### src/rtl/dgc_pkg.sv
package dgc_pkg;
  localparam int REG_W   = 16;
  localparam int SEL_W   = 8;
  localparam int RS_W    = 4;
  localparam logic [RS_W-1:0] RS_EXT = 4'b1000;
  localparam int DME_BIT = 0;
  localparam int NMI_BIT = 1;
  localparam int AE_BIT  = 2;

  typedef struct packed {
    logic aef;
    logic nmif;
    logic dme;
  } gstat_t;
endpackage

### src/rtl/dgc_flag.sv
module dgc_flag (
  input  logic clk,
  input  logic rst,
  input  logic set_i,
  input  logic rd_i,
  input  logic wr_i,
  input  logic wbit_i,
  output logic flag_o
);
  logic flag_q;
  logic armed_q;
  logic clr;

  assign clr = wr_i && armed_q && !wbit_i;

  always_ff @(posedge clk) begin
    if (rst) begin
      flag_q  <= 1'b0;
      armed_q <= 1'b0;
    end else begin
      if (set_i)    flag_q <= 1'b1;
      else if (clr) flag_q <= 1'b0;
      if (wr_i)                 armed_q <= 1'b0;
      else if (rd_i && flag_q)  armed_q <= 1'b1;
    end
  end

  assign flag_o = flag_q;

  assert_flag_sets_R3: assert property (@(posedge clk) disable iff (rst)
    set_i |=> flag_o);

  assert_set_beats_clear_R6: assert property (@(posedge clk) disable iff (rst)
    (set_i && wr_i && !wbit_i) |=> flag_o);

  assert_clear_needs_read_R5: assert property (@(posedge clk) disable iff (rst)
    (!$past(rst) && $fell(flag_o)) |-> ($past(armed_q) && $past(wr_i) && !$past(wbit_i)));

  assert_one_write_clears_R5: assert property (@(posedge clk) disable iff (rst)
    (wr_i && !set_i) |=> !armed_q);
endmodule

### src/rtl/dgc_regs.sv
module dgc_regs
  import dgc_pkg::*;
#(
  parameter int NPAIR  = 3,
  parameter int ADDR_W = 2
) (
  input  logic                    clk,
  input  logic                    rst,
  input  logic                    reg_wr,
  input  logic                    reg_rd,
  input  logic [ADDR_W-1:0]       reg_addr,
  input  logic [REG_W-1:0]        reg_wdata,
  output logic [REG_W-1:0]        reg_rdata,
  input  logic                    nmi_in,
  input  logic                    addr_err_in,
  output gstat_t                  gstat,
  output logic [NPAIR*REG_W-1:0]  sel_flat
);
  logic             ctrl_hit;
  logic             ctrl_wr;
  logic             ctrl_rd;
  logic             dme_q;
  logic             nmif;
  logic             aef;
  logic [REG_W-1:0] sel_q [NPAIR];
  logic [REG_W-1:0] rd_mux;

  assign ctrl_hit = (reg_addr == '0);
  assign ctrl_wr  = reg_wr && ctrl_hit;
  assign ctrl_rd  = reg_rd && ctrl_hit;

  always_ff @(posedge clk) begin
    if (rst)          dme_q <= 1'b0;
    else if (ctrl_wr) dme_q <= reg_wdata[DME_BIT];
  end

  dgc_flag nmi_flag_i (
    .clk(clk), .rst(rst), .set_i(nmi_in), .rd_i(ctrl_rd),
    .wr_i(ctrl_wr), .wbit_i(reg_wdata[NMI_BIT]), .flag_o(nmif)
  );

  dgc_flag ae_flag_i (
    .clk(clk), .rst(rst), .set_i(addr_err_in), .rd_i(ctrl_rd),
    .wr_i(ctrl_wr), .wbit_i(reg_wdata[AE_BIT]), .flag_o(aef)
  );

  for (genvar p = 0; p < NPAIR; p++) begin : g_sel
    always_ff @(posedge clk) begin
      if (rst)
        sel_q[p] <= '0;
      else if (reg_wr && reg_addr == ADDR_W'(p + 1))
        sel_q[p] <= reg_wdata;
    end
    assign sel_flat[p*REG_W +: REG_W] = sel_q[p];
  end

  always_comb begin
    rd_mux = '0;
    if (ctrl_hit) begin
      rd_mux[DME_BIT] = dme_q;
      rd_mux[NMI_BIT] = nmif;
      rd_mux[AE_BIT]  = aef;
    end
    for (int p = 0; p < NPAIR; p++)
      if (reg_addr == ADDR_W'(p + 1)) rd_mux = sel_q[p];
  end

  always_ff @(posedge clk) begin
    if (rst)         reg_rdata <= '0;
    else if (reg_rd) reg_rdata <= rd_mux;
    else             reg_rdata <= '0;
  end

  assign gstat.dme  = dme_q;
  assign gstat.nmif = nmif;
  assign gstat.aef  = aef;

  assert_dme_follows_write_R2: assert property (@(posedge clk) disable iff (rst)
    ctrl_wr |=> (gstat.dme == $past(reg_wdata[DME_BIT])));

  assert_ae_sets_R8: assert property (@(posedge clk) disable iff (rst)
    addr_err_in |=> gstat.aef);
endmodule

### src/rtl/dgc_chan.sv
module dgc_chan
  import dgc_pkg::*;
#(
  parameter int NREQ = 16
) (
  input  logic             clk,
  input  logic             rst,
  input  logic             glob_ok,
  input  logic             en,
  input  logic             te,
  input  logic             busy,
  input  logic             done,
  input  logic [RS_W-1:0]  rs,
  input  logic [SEL_W-1:0] selector,
  input  logic [NREQ-1:0]  periph_req,
  output logic             grant,
  output logic [SEL_W-1:0] src_sel,
  output logic             ext_req
);
  logic permit;
  logic ext_mode;
  logic req_hit;

  assign permit   = glob_ok && en && !te;
  assign ext_mode = (rs == RS_EXT);

  always_comb begin
    req_hit = 1'b0;
    for (int i = 0; i < NREQ; i++)
      if (selector == SEL_W'(i)) req_hit = periph_req[i];
  end

  always_ff @(posedge clk) begin
    if (rst) begin
      grant   <= 1'b0;
      src_sel <= '0;
      ext_req <= 1'b0;
    end else begin
      if (permit)            grant <= 1'b1;
      else if (done || !busy) grant <= 1'b0;
      src_sel <= ext_mode ? selector : '0;
      ext_req <= ext_mode && req_hit;
    end
  end

  assert_grant_needs_permit_R2: assert property (@(posedge clk) disable iff (rst)
    $rose(grant) |-> $past(glob_ok && en && !te));

  assert_busy_keeps_grant_R4: assert property (@(posedge clk) disable iff (rst)
    (grant && busy && !done) |=> grant);

  assert_ext_only_in_mode_R10: assert property (@(posedge clk) disable iff (rst)
    (!$past(rst) && ext_req) |-> ($past(rs) == RS_EXT));

  assert_sel_zero_outside_R10: assert property (@(posedge clk) disable iff (rst)
    !ext_mode |=> (src_sel == '0));
endmodule

### src/rtl/dma_gate_ctrl.sv
module dma_gate_ctrl
  import dgc_pkg::*;
#(
  parameter int NCH  = 6,
  parameter int NREQ = 16,
  localparam int NPAIR  = NCH / 2,
  localparam int ADDR_W = $clog2(NPAIR + 1)
) (
  input  logic                  clk,
  input  logic                  rst,
  input  logic                  reg_wr,
  input  logic                  reg_rd,
  input  logic [ADDR_W-1:0]     reg_addr,
  input  logic [REG_W-1:0]      reg_wdata,
  output logic [REG_W-1:0]      reg_rdata,
  input  logic                  nmi_in,
  input  logic                  addr_err_in,
  input  logic [NCH-1:0]        ch_en,
  input  logic [NCH-1:0]        ch_end,
  input  logic [NCH-1:0]        ch_busy,
  input  logic [NCH-1:0]        unit_done,
  input  logic [NCH*RS_W-1:0]   ch_rs,
  input  logic [NREQ-1:0]       periph_req,
  output logic [NCH-1:0]        ch_grant,
  output logic [NCH*SEL_W-1:0]  ch_src_sel,
  output logic [NCH-1:0]        ch_ext_req
);
  gstat_t                   gstat;
  logic [NPAIR*REG_W-1:0]   sel_flat;
  logic                     glob_ok;

  dgc_regs #(.NPAIR(NPAIR), .ADDR_W(ADDR_W)) regs_i (
    .clk(clk), .rst(rst), .reg_wr(reg_wr), .reg_rd(reg_rd),
    .reg_addr(reg_addr), .reg_wdata(reg_wdata), .reg_rdata(reg_rdata),
    .nmi_in(nmi_in), .addr_err_in(addr_err_in),
    .gstat(gstat), .sel_flat(sel_flat)
  );

  assign glob_ok = gstat.dme && !gstat.nmif && !gstat.aef;

  for (genvar c = 0; c < NCH; c++) begin : g_ch
    dgc_chan #(.NREQ(NREQ)) chan_i (
      .clk(clk), .rst(rst), .glob_ok(glob_ok),
      .en(ch_en[c]), .te(ch_end[c]), .busy(ch_busy[c]), .done(unit_done[c]),
      .rs(ch_rs[c*RS_W +: RS_W]),
      .selector(sel_flat[c*SEL_W +: SEL_W]),
      .periph_req(periph_req),
      .grant(ch_grant[c]),
      .src_sel(ch_src_sel[c*SEL_W +: SEL_W]),
      .ext_req(ch_ext_req[c])
    );
  end

  assert_stop_blocks_rise_R4: assert property (@(posedge clk) disable iff (rst)
    (gstat.nmif || gstat.aef || !gstat.dme) |=> ((ch_grant & ~$past(ch_grant)) == '0));
endmodule

### config.mk
export PLATFORM = sky130hd
export DESIGN_NAME = dma_gate_ctrl
export DESIGN_NICKNAME = d
export VERILOG_FILES = /design/src/rtl/dgc_pkg.sv /design/src/rtl/dgc_flag.sv /design/src/rtl/dgc_regs.sv /design/src/rtl/dgc_chan.sv /design/src/rtl/dma_gate_ctrl.sv
export SDC_FILE = /design/constraint.sdc
export NUM_CORES = 1
export LEC_CHECK = 0
export ABC_AREA = 1
export BUFFER_PORTS_ARGS = -buffer_cell sky130_fd_sc_hd__clkbuf_2
export CAP_MARGIN = 5
export CORE_MARGIN = 1
export CORE_UTILIZATION = 52
export DETAILED_ROUTE_END_ITERATION = 8
export GPL_ROUTABILITY_DRIVEN = 0
export PLACE_DENSITY_LB_ADDON = 0.25
export SLEW_MARGIN = 20
export SYNTH_ARGS = -nofsm -noshare
export SYNTH_HDL_FRONTEND = slang
export SYNTH_SLANG_ARGS = --single-unit
### constraint.sdc
create_clock -name clk -period 3.2 [get_ports clk]
set_clock_uncertainty 0.15 [all_clocks]
set_input_delay 0.16 -clock clk [delete_from_list [all_inputs] [get_ports clk]]
set_output_delay 0.16 -clock clk [all_outputs]
set_load 0.02 [all_outputs]
# ---- Word level (Yosys, flattened, before mapping)
# Memory sizes are Yosys's and may differ from the RTL's.
# Cells that the tools add are included.
dict set report op_classes {
  eq_ne 99
  mux 130
  n_bitwise 10
  n_reduce_logical 76
}
# cell n
set op_table {}
lappend op_table {{8-bit by 4-bit equality test with 1-bit output (second input constant)} 48}
lappend op_table {{8-bit by 3-bit equality test with 1-bit output (second input constant)} 24}
lappend op_table {{1-bit two-way mux} 123}
lappend op_table {{8-bit by 2-bit equality test with 1-bit output (second input constant)} 12}
lappend op_table {{16-bit two-way mux} 6}
lappend op_table {{8-bit by 1-bit equality test with 1-bit output (second input constant)} 6}
lappend op_table {{8-bit logical NOT} 6}
lappend op_table {{1-bit logical AND} 31}
lappend op_table {{4-bit equality test (second input constant)} 6}
lappend op_table {{1-bit logical NOT} 16}
lappend op_table {{2-bit nonzero test} 8}
lappend op_table {{2-bit OR reduction} 8}
lappend op_table {{1-bit NOT} 7}
lappend op_table {{1-bit logical OR} 6}
lappend op_table {{2-bit equality test (second input constant)} 2}
lappend op_table {{3-bit two-way mux} 1}
lappend op_table {{1-bit bitwise OR} 3}
lappend op_table {{2-bit by 1-bit equality test with 1-bit output (second input constant)} 1}
lappend op_table {{2-bit logical NOT} 1}
dict set report word_totals {
  reg_bits 81
  ramBits 48
  output_inout_bits 76
  memories 1
}
# name words width read_ports rd_clocked_by_memory_dff write_ports line_no
set memory_table {}
lappend memory_table {regs_i.sel_q 3 16 3 0 3 dgc_regs.sv:25} ;# logic [REG_W-1:0] sel_q [NPAIR];

# ---- Depth between registers and ports, before layout
# Gate-level depths: netlist of the first run.
dict set report depth {
  depth_word 18
  mapped_depth 14
}

# ---- Cells and area by module
# From an unflattened synthesis of the first run, not the netlist that was laid out.
dict set report hier_totals {
  hier_cells 835
  area_unflattened_um2 6386.1
}
# mod n_inst cells_per_inst area_per_inst_um2 seq_area_each_um2
set modules_own_cells {}
lappend modules_own_cells {dgc_chan 6 89 573.0 200.2}
lappend modules_own_cells {dgc_regs 1 274 2763.9 1781.7}
lappend modules_own_cells {dgc_flag 2 12 85.1 40.0}
lappend modules_own_cells {dma_gate_ctrl 1 3 13.8 0.0}

# ---- Least setup slack after synthesis of the first run
# No wires, ideal clock.
dict set report synth_path {
  path_type {input -> register}
  startpoint {input port reg_addr[1]}
  endpoint {memory regs_i.sel_q[1][0], enable pin}
  setup_ns 0.411
  arrival_ns 1.773
  required_time_ns 2.639
  slack_ns 0.866
  path_stages 5
  n_path_buf 1
  cell_sequence {inv_1 -> nor2_2 -> inv_2 -> buf_2 -> o21ai_0}
}
# element line_no
set synth_lines {}
lappend synth_lines {{from (decl)} dma_gate_ctrl.sv:13} ;# input logic [ADDR_W-1:0] reg_addr,
lappend synth_lines {{to (decl)} dgc_regs.sv:25}

==> impl_summary.txt, run 1 <==
----------------------------------------------------
[Floorplanning]
  Die height ... 107 um
  # IOs ... 164
  Standard-cell row count ... 37
  Die area ... 0.0115 mm^2
  Horizontal die dimension ... 107 um
  Initial standard-cell utilization of the core ... 0.546
  Core Region ... 0.0105 mm^2

[Logic synthesis]
  Synthesized-area fraction occupied by ao, oa, aoi and oai cells ... 0.0990
  Number of cells produced by synthesis ... 712
  Multiplexer fraction of the synthesized cell area ... 0
  Largest family of logic cells by synthesized area ... simple AND/OR/NAND/NOR gates
  Synth unique cells ... 33
  Adder-Cell Fraction of Synth Area ... 0
  Count of synthesis-stage warnings from yosys ... 0
  Post-Synth XOR/XNOR Area ... 0
  Fraction of the mapped netlist area in simple logic gates ... 0.255
  Avg Synthesized Cell Area ... 8.06 um^2
  Part of the Yosys area used for sequential elements ... 0.534
  Post-synthesis sequential element count ... 129
  Total standard cell area after synthesis ... 0.00574 mm^2
  Synthesized net count ... 800

[Clock tree]
  Clock latency reported for the late side of the worst-skew pair ... 520 ps
  Total of cells resized after clock tree synthesis ... 0
  CTS max path bufs ... 2
  Number of clock sinks seen by CTS ... 129
  Clock tree from TritonCTS ... built
  Root buf cell ... sky130_fd_sc_hd__clkbuf_8
  Total number of H-tree levels ... 4
  Number of buffers created by CTS ... 17
  Clock slew at the register clock pins of the worst setup and hold paths ... 60 ps

[Min path]
  Hold-critical path depth ... 4
  Startpoint of the most critical hold path ... ch_rs[13]
  Worst Hold Endpoint ... g_ch[3].chan_i.src_sel[3]
  Min-Delay Path Class ... in -> reg

[Critical path]
  Required time of the critical path ... 3480 ps
  Worst Path Max Fanout ... 4
  Beginning of the worst register-to-register path ... regs_i.sel_q[2][13]
  Element type at the critical path start ... register
  Type of the setup path with the least slack ... reg -> reg
  Cells on worst reg2reg path ... 10
  Endpoint of the worst-slack reg-to-reg timing path ... g_ch[5].chan_i.ext_req
  Worst setup EP type ... register
  Reg-to-reg setup timing slack ... 370 ps
  Ordered cell list for the critical path ... inv_1 -> nand4_1 -> nor3_1 -> nand3_1 -> o21ai_0 -> dlygate4sd3_1 -> inv_1 -> nand2_1 -> dlygate4sd3_1 -> inv_1
  Cell with the largest stage delay on the worst path ... sky130_fd_sc_hd__dlygate4sd3_1
  Data arrival time at the worst-slack endpoint ... 3110 ps
  Maximum single-stage delay on the critical path ... 570 ps
  Dominant cell type by count on the critical path ... sky130_fd_sc_hd__inv_1

[Timing]
  Setup WS post-layout ... 369 ps
  Number of slew-limit violations in the final report ... 0
  Worst Tran Pin Value ... 861 ps
  Unrepaired setup endpoints after global routing ... no
  Final period utilization ... 0.885
  Accumulated negative setup slack ... 0 ps
  Peak clock frequency supported by timing ... 353 MHz
  Hold Vio Cnt, Final ... 0
  Post-layout min period ... 2830 ps
  Worst rel slew slack ... 0.422
  Number of setup violations in the final report ... 0

[Cells and area]
  Area taken by flip-flops and latches ... 0.00306 mm^2
  Layout cells sized above 1 ... 0.222
  Footprint of the multi-input gates ... 0.00203 mm^2
  Ant diodes ... 0
  Leading cell type in the layout, fill and taps excluded ... sky130_fd_sc_hd__clkbuf_2
  Growth of design area from synthesis to finish ... 36.5%
  Leading cell types in the layout, fill and taps excluded ... sky130_fd_sc_hd__clkbuf_2 (163), sky130_fd_sc_hd__nor2_1 (136), sky130_fd_sc_hd__inv_1 (122), sky130_fd_sc_hd__nand2_1 (99), sky130_fd_sc_hd__dfxtp_1 (81)
  Fill cell count ... 724
  NumNets Final ... 1026

[Status]
  Result of the run ... finished clean

[Place]
  # port buffers ... 163
  Setup WS pre-CTS ... 965 ps
  Placed wire-length estimate ... 12000 um

[Global route]
  Number of global-route vias before repair ... 5917
  Number of antenna violations at the first check in global routing ... 0
  Largest net degree at the start of global routing ... 18
  Total routing usage reported by global routing ... 0.322
  Total congestion overflow ... 0
  First-pass GRT wire length ... 27900 um

[Pwr]
  Maximum ir drop on the vdd rail ... 0.000352 V
  Power per cell area ... 538 mW/mm^2
  P_leak ... 3.88 nW

[Route]
  Violation count after the first detailed-routing iteration ... 626
  Via count normalized by instance count ... 5.63
  Wire length reported by the detailed router ... 18100 um
  Final routed DRC violation total ... 0
  Antenna Nets Post-Route ... 0
  Via count ... 6116
  Drt wl/cell ... 16.7 um
  Drt first pass iters ... 7

[Run]
  Max Cap Viol ... 0

----------------------------------------------------
area by class of cell:
type	instances	share of cell area
timing repair buffer	231	0.190
clock inverter	12	0.0200
clock buffer	20	0.0556
sequential	129	0.391
multi-input combinational	430	0.260
inverter	129	0.0622
tap	136	0.0217
critical path, delay by kind of cell, from the launching register on:
| kind | cells | cell delay [ps] |
|---|---|---|
| buf+inv | 5 | 1330 |
| compound gates | 1 | 140 |
| flops | 1 | 370 |
| simple gates | 4 | 750 |
state kept, by name, indices dropped and copies added, names as in the netlist:
name	count
regs_i.dme_q	1
g_ch.chan_i.grant	6
g_ch.chan_i.src_sel	48
regs_i.ae_flag_i.flag_o	1
g_ch.chan_i.ext_req	6
regs_i.nmi_flag_i.armed_q	1
regs_i.sel_q	48
regs_i.reg_rdata	16
regs_i.ae_flag_i.armed_q	1
regs_i.nmi_flag_i.flag_o	1
power breakdown:
part	total, mW	internal (mW)	switching (mW)
combinational	0.454	0.163	0.291
clock	1.93	1.21	0.719
sequential	1.83	1.77	0.0568
per-stage QoR:
step | total power, mW | hold slack, ps | instances | util | cell area (um^2)
after global routing | 4.32 | 32.5 | 1087 | 0.745 | 7830
after CTS | 4.18 | 4.16 | 1087 | 0.745 | 7830
final | 4.21 | 19.6 | 1087 | 0.745 | 7830
after detailed placement | 2.25 | 255 | 991 | 0.628 | 6600
after global placement | 2.23 | 235 | 991 | 0.628 | 6600
after floorplan | 2.08 | 127 | 712 | - | 5740
synthesized netlist by cell type:
master / count / area (um^2)
sky130_fd_sc_hd__nand3b_1: 13 / 97.6
sky130_fd_sc_hd__inv_4: 1 / 6.26
sky130_fd_sc_hd__a31o_2: 1 / 8.76
sky130_fd_sc_hd__o21ai_0: 28 / 140
sky130_fd_sc_hd__nand2_2: 1 / 6.26
sky130_fd_sc_hd__inv_1: 122 / 458
sky130_fd_sc_hd__or2_0: 1 / 6.26
sky130_fd_sc_hd__nor3_4: 1 / 16.3
sky130_fd_sc_hd__nand3_2: 1 / 10.0
sky130_fd_sc_hd__nor4_1: 4 / 25.0
sky130_fd_sc_hd__nor2_1: 137 / 514
sky130_fd_sc_hd__a21oi_1: 21 / 105
sky130_fd_sc_hd__nor2_2: 2 / 12.5
sky130_fd_sc_hd__o221ai_1: 2 / 17.5
sky130_fd_sc_hd__clkbuf_1: 1 / 3.75
sky130_fd_sc_hd__a31oi_1: 1 / 6.26
sky130_fd_sc_hd__o211ai_1: 5 / 37.5
sky130_fd_sc_hd__nand3_1: 44 / 220
sky130_fd_sc_hd__nor3_1: 10 / 50.1
sky130_fd_sc_hd__edfxtp_1: 48 / 1440
sky130_fd_sc_hd__o41ai_1: 1 / 8.76
sky130_fd_sc_hd__o21ai_1: 10 / 50.1
sky130_fd_sc_hd__nand2_1: 99 / 372
sky130_fd_sc_hd__inv_2: 6 / 22.5
sky130_fd_sc_hd__buf_4: 15 / 113
sky130_fd_sc_hd__nor4_2: 1 / 12.5
sky130_fd_sc_hd__o2111ai_1: 6 / 52.6
sky130_fd_sc_hd__buf_2: 8 / 40.0
sky130_fd_sc_hd__o22ai_1: 19 / 119
sky130_fd_sc_hd__o21bai_1: 2 / 15.0
sky130_fd_sc_hd__nand4_1: 19 / 119
sky130_fd_sc_hd__dfxtp_1: 81 / 1620
sky130_fd_sc_hd__o31ai_1: 1 / 7.51
worst max-delay path by stage:
stage                         from                endpoint  slack (ps)  cells past startpoint
3_5_place_dp           reg_addr[0]      regs_i.sel_q[2][1]         960                      4
2_1_floorplan          reg_addr[1]      regs_i.sel_q[1][0]         870                      5
3_3_place_gp           reg_addr[0]      regs_i.sel_q[2][2]        1070                      4
6_report       regs_i.sel_q[2][13]  g_ch[5].chan_i.ext_req         370                     10
4_1_cts                  ch_rs[20]  g_ch[5].chan_i.ext_req         450                     10
5_1_grt        regs_i.sel_q[2][13]  g_ch[5].chan_i.ext_req         230                     10
metal layers:
metal	vias up	global-route usage	share of wire
met2	471	0.546	0.48
met4	0	0.194	0.055
met5	-	0	0
met3	104	0.0675	0.11
li1	2765	-	-
met1	2776	0.374	0.36
repair_timing:
action,4_1_cts,5_1_grt
setup buffers,0,0
endpoints found under the hold margin,97,0
hold buffers,64,0
logic make-up (layout without fill, tap and decap cells):
family                 after synthesis  in the layout
AO/OA/AOI/OAI                       97             97
buffers and inverters              153            392
flip-flops                         129            129
AND/OR/NAND/NOR                    333            333
Note: power is estimated with default switching activity, not from simulation.
==> run 2, diff against run 1 <==
- PLACE_DENSITY: default -> 0.8
- PLACE_DENSITY_LB_ADDON: 0.25 -> default
- RECOVER_POWER: default -> 50
==> run 2 against run 1 <==
- global-route usage shrank 0.83 points
- register-to-register slack is essentially flat
- count of clock-buffer cells in the layout grew 7
- first-iteration DRC count grew 14%
- sequential power is essentially flat
- utilization shrank 1.6 points
- routed wire length shrank 5.6%
- critical path depth is the same
- sequential share of layout area grew 0.88 points
==> impl_summary.txt, run 2 (synthesized netlist as in run 1, its figures left out) <==
----------------------------------------------------
[Pwr]
  Power per cell area ... 522 mW/mm^2
  P_leak ... 3.59 nW
  Net switching component of the power ... 0.992 mW
  Relative contribution of combinational cells to total power ... 0.110
  Internal power contribution ... 3.00 mW
  Maximum ir drop on the vdd rail ... 0.000334 V
  Switching part of the total ... 0.248
  Share of power burned in registers ... 0.457
  Clk network pwr share ... 0.433

[Global route]
  GRT met2 Usage ... 0.511
  Busiest grt layer ... met2
  Largest net degree at the start of global routing ... 18
  First-pass GRT wire length ... 27100 um
  Number of antenna violations at the first check in global routing ... 0
  Met1 demand-to-capacity share in global routing ... 0.382
  Met3 Resource Use GR ... 0.0839
  Total routing usage reported by global routing ... 0.314
  Total congestion overflow ... 0
  Number of global-route vias before repair ... 5670

[Min path]
  Min-Delay Path Class ... in -> reg

[Place]
  DP Area ... 0.00660 mm^2
  # port buffers ... 163
  Placed wire-length estimate ... 11300 um

[Cells and area]
  Leading cell type in the layout, fill and taps excluded ... sky130_fd_sc_hd__nor2_1
  Growth of design area from synthesis to finish ... 33.5%
  NumNets Final ... 1025
  Fill cell count ... 832
  Layout cells sized above 1 ... 0.134
  Cell area after layout ... 0.00766 mm^2
  Leading cell types in the layout, fill and taps excluded ... sky130_fd_sc_hd__nor2_1 (138), sky130_fd_sc_hd__inv_1 (123), sky130_fd_sc_hd__nand2_1 (99), sky130_fd_sc_hd__clkbuf_2 (86), sky130_fd_sc_hd__clkbuf_1 (82)
  Ant diodes ... 0
  Utilization of the core after routing ... 0.729
  Largest registers ranked by flip-flop count ... g_ch.chan_i.src_sel: 48 flops, regs_i.sel_q: 48 flops, regs_i.reg_rdata: 16 flops

[Route]
  Via count ... 5845
  Drt wl/cell ... 15.8 um
  Drt first pass iters ... 6
  Final routed DRC violation total ... 0
  Violation count after the first detailed-routing iteration ... 715
  Wire length reported by the detailed router ... 17100 um
  Antenna Nets Post-Route ... 0
  Via count normalized by instance count ... 5.39

[Timing]
  Number of slew-limit violations in the final report ... 0
  Worst Tran Pin Value ... 886 ps
  Accumulated negative setup slack ... 0 ps
  Hold Vio Cnt, Final ... 0
  Final period utilization ... 0.889
  Worst rel slew slack ... 0.405
  Peak clock frequency supported by timing ... 352 MHz
  Unrepaired setup endpoints after global routing ... no
  Post-layout min period ... 2840 ps
  Number of setup violations in the final report ... 0

[Clock tree]
  Total of cells resized after clock tree synthesis ... 0
  Clock slew at the register clock pins of the worst setup and hold paths ... 60 ps
  Total number of H-tree levels ... 4
  Number of buffers created by CTS ... 17
  Clock tree from TritonCTS ... built
  CTS max path bufs ... 2
  Root buf cell ... sky130_fd_sc_hd__clkbuf_8
  Number of clock sinks seen by CTS ... 129
  Clock latency reported for the late side of the worst-skew pair ... 510 ps

[Critical path]
  Element type at the critical path start ... register
  Dominant cell type by count on the critical path ... sky130_fd_sc_hd__inv_1
  Type of the setup path with the least slack ... reg -> reg
  Cell with the largest stage delay on the worst path ... sky130_fd_sc_hd__dlygate4sd3_1
  Critical Path Sink ... g_ch[5].chan_i.ext_req
  Required time of the critical path ... 3460 ps
  Endpoint of the worst-slack reg-to-reg timing path ... g_ch[5].chan_i.ext_req
  Crit path launch ... regs_i.sel_q[2][13]
  Beginning of the worst register-to-register path ... regs_i.sel_q[2][13]
  Worst setup EP type ... register
  Cells on worst reg2reg path ... 10
  Ordered cell list for the critical path ... inv_1 -> nand4_1 -> nor3_1 -> nand3_1 -> o21ai_0 -> dlygate4sd3_1 -> inv_1 -> nand2_1 -> dlygate4sd3_1 -> inv_1
  Maximum single-stage delay on the critical path ... 570 ps
  Worst Path Max Fanout ... 4
  Reg-to-reg setup timing slack ... 360 ps
  Data arrival time at the worst-slack endpoint ... 3100 ps

[Status]
  Result of the run ... finished clean

[Floorplanning]
  Horizontal die dimension ... 107 um
  Die height ... 107 um
  Initial standard-cell utilization of the core ... 0.546
  Die area ... 0.0115 mm^2
  Core Region ... 0.0105 mm^2
  # IOs ... 164
  Standard-cell row count ... 37

[Run]
  Max Cap Viol ... 0

----------------------------------------------------
[run 2: changes by cell type in the layout (fill, tap and decap cells not counted), sizes merged]
cell / previous run / this run
bufinv: 3 / 0
clkbuf: 183 / 190
clkinv: 5 / 3
dlygate4sd3: 64 / 63
inv: 132 / 129
[run 2: what timing repair did]
| item | 4_1_cts | 5_1_grt |
|---|---|---|
| hold buffers | 63 | 0 |
| hold endpoints to repair | 101 | 0 |
| setup buffers | 0 | 0 |
[run 2: final cells by class]
type | count | area (um^2) | share of cell area
Tap cell | 136 | 170 | 0.0222
Timing Repair Buffer | 230 | 1380 | 0.180
Inverter | 129 | 487 | 0.0636
Sequential cell | 129 | 3060 | 0.400
Clock inverter | 4 | 22.5 | 0.00294
Multi-Input combinational cell | 430 | 2020 | 0.264
Clock buffer | 27 | 513 | 0.0670
[run 2: through the flow]
stage	setup slack (ps)	power [mW]	hold slack, ps	instances
global route	263	4.15	27.2	1085
CTS	427	3.99	4.90	1085
detailed placement	1360	2.24	229	991
floorplan	866	2.08	127	712
finish	355	3.99	10.8	1085
global placement	1430	2.24	220	991
[run 2: worst min-delay path by stage]
stage | start | end | cells after the start
floorplan | addr_err_in | regs_i.ae_flag_i.flag_o | 2
global placement | nmi_in | regs_i.nmi_flag_i.flag_o | 3
detailed placement | nmi_in | regs_i.nmi_flag_i.flag_o | 3
CTS | reg_wr | regs_i.dme_q | 4
global route | ch_rs[1] | g_ch[0].chan_i.src_sel[6] | 4
finish | reg_wr | regs_i.dme_q | 4
[run 2: power groups by stage]
stage          registers (mW)  logic, mW  clock network (mW)
2_1_floorplan            1.85      0.223                   0
3_3_place_gp             1.86      0.383                   0
3_5_place_dp             1.86      0.384                   0
4_1_cts                  1.82      0.430                1.73
5_1_grt                  1.83      0.480                1.84
6_report                 1.83      0.438                1.73
[run 2: routing by layer]
metal | vias to the layer above | wire (um)
met2 | 395 | 8180
met4 | 0 | 558
met5 | - | 0
li1 | 2763 | -
met3 | 64 | 1950
met1 | 2623 | 6420
[run 2: worst max-delay path: cells and delay by family (launching register included)]
kind	cells	cell delay [ps]
AO/OA/AOI/OAI	1	190
buffers and inverters	5	1320
flip-flops	1	360
AND/OR/NAND/NOR	4	720
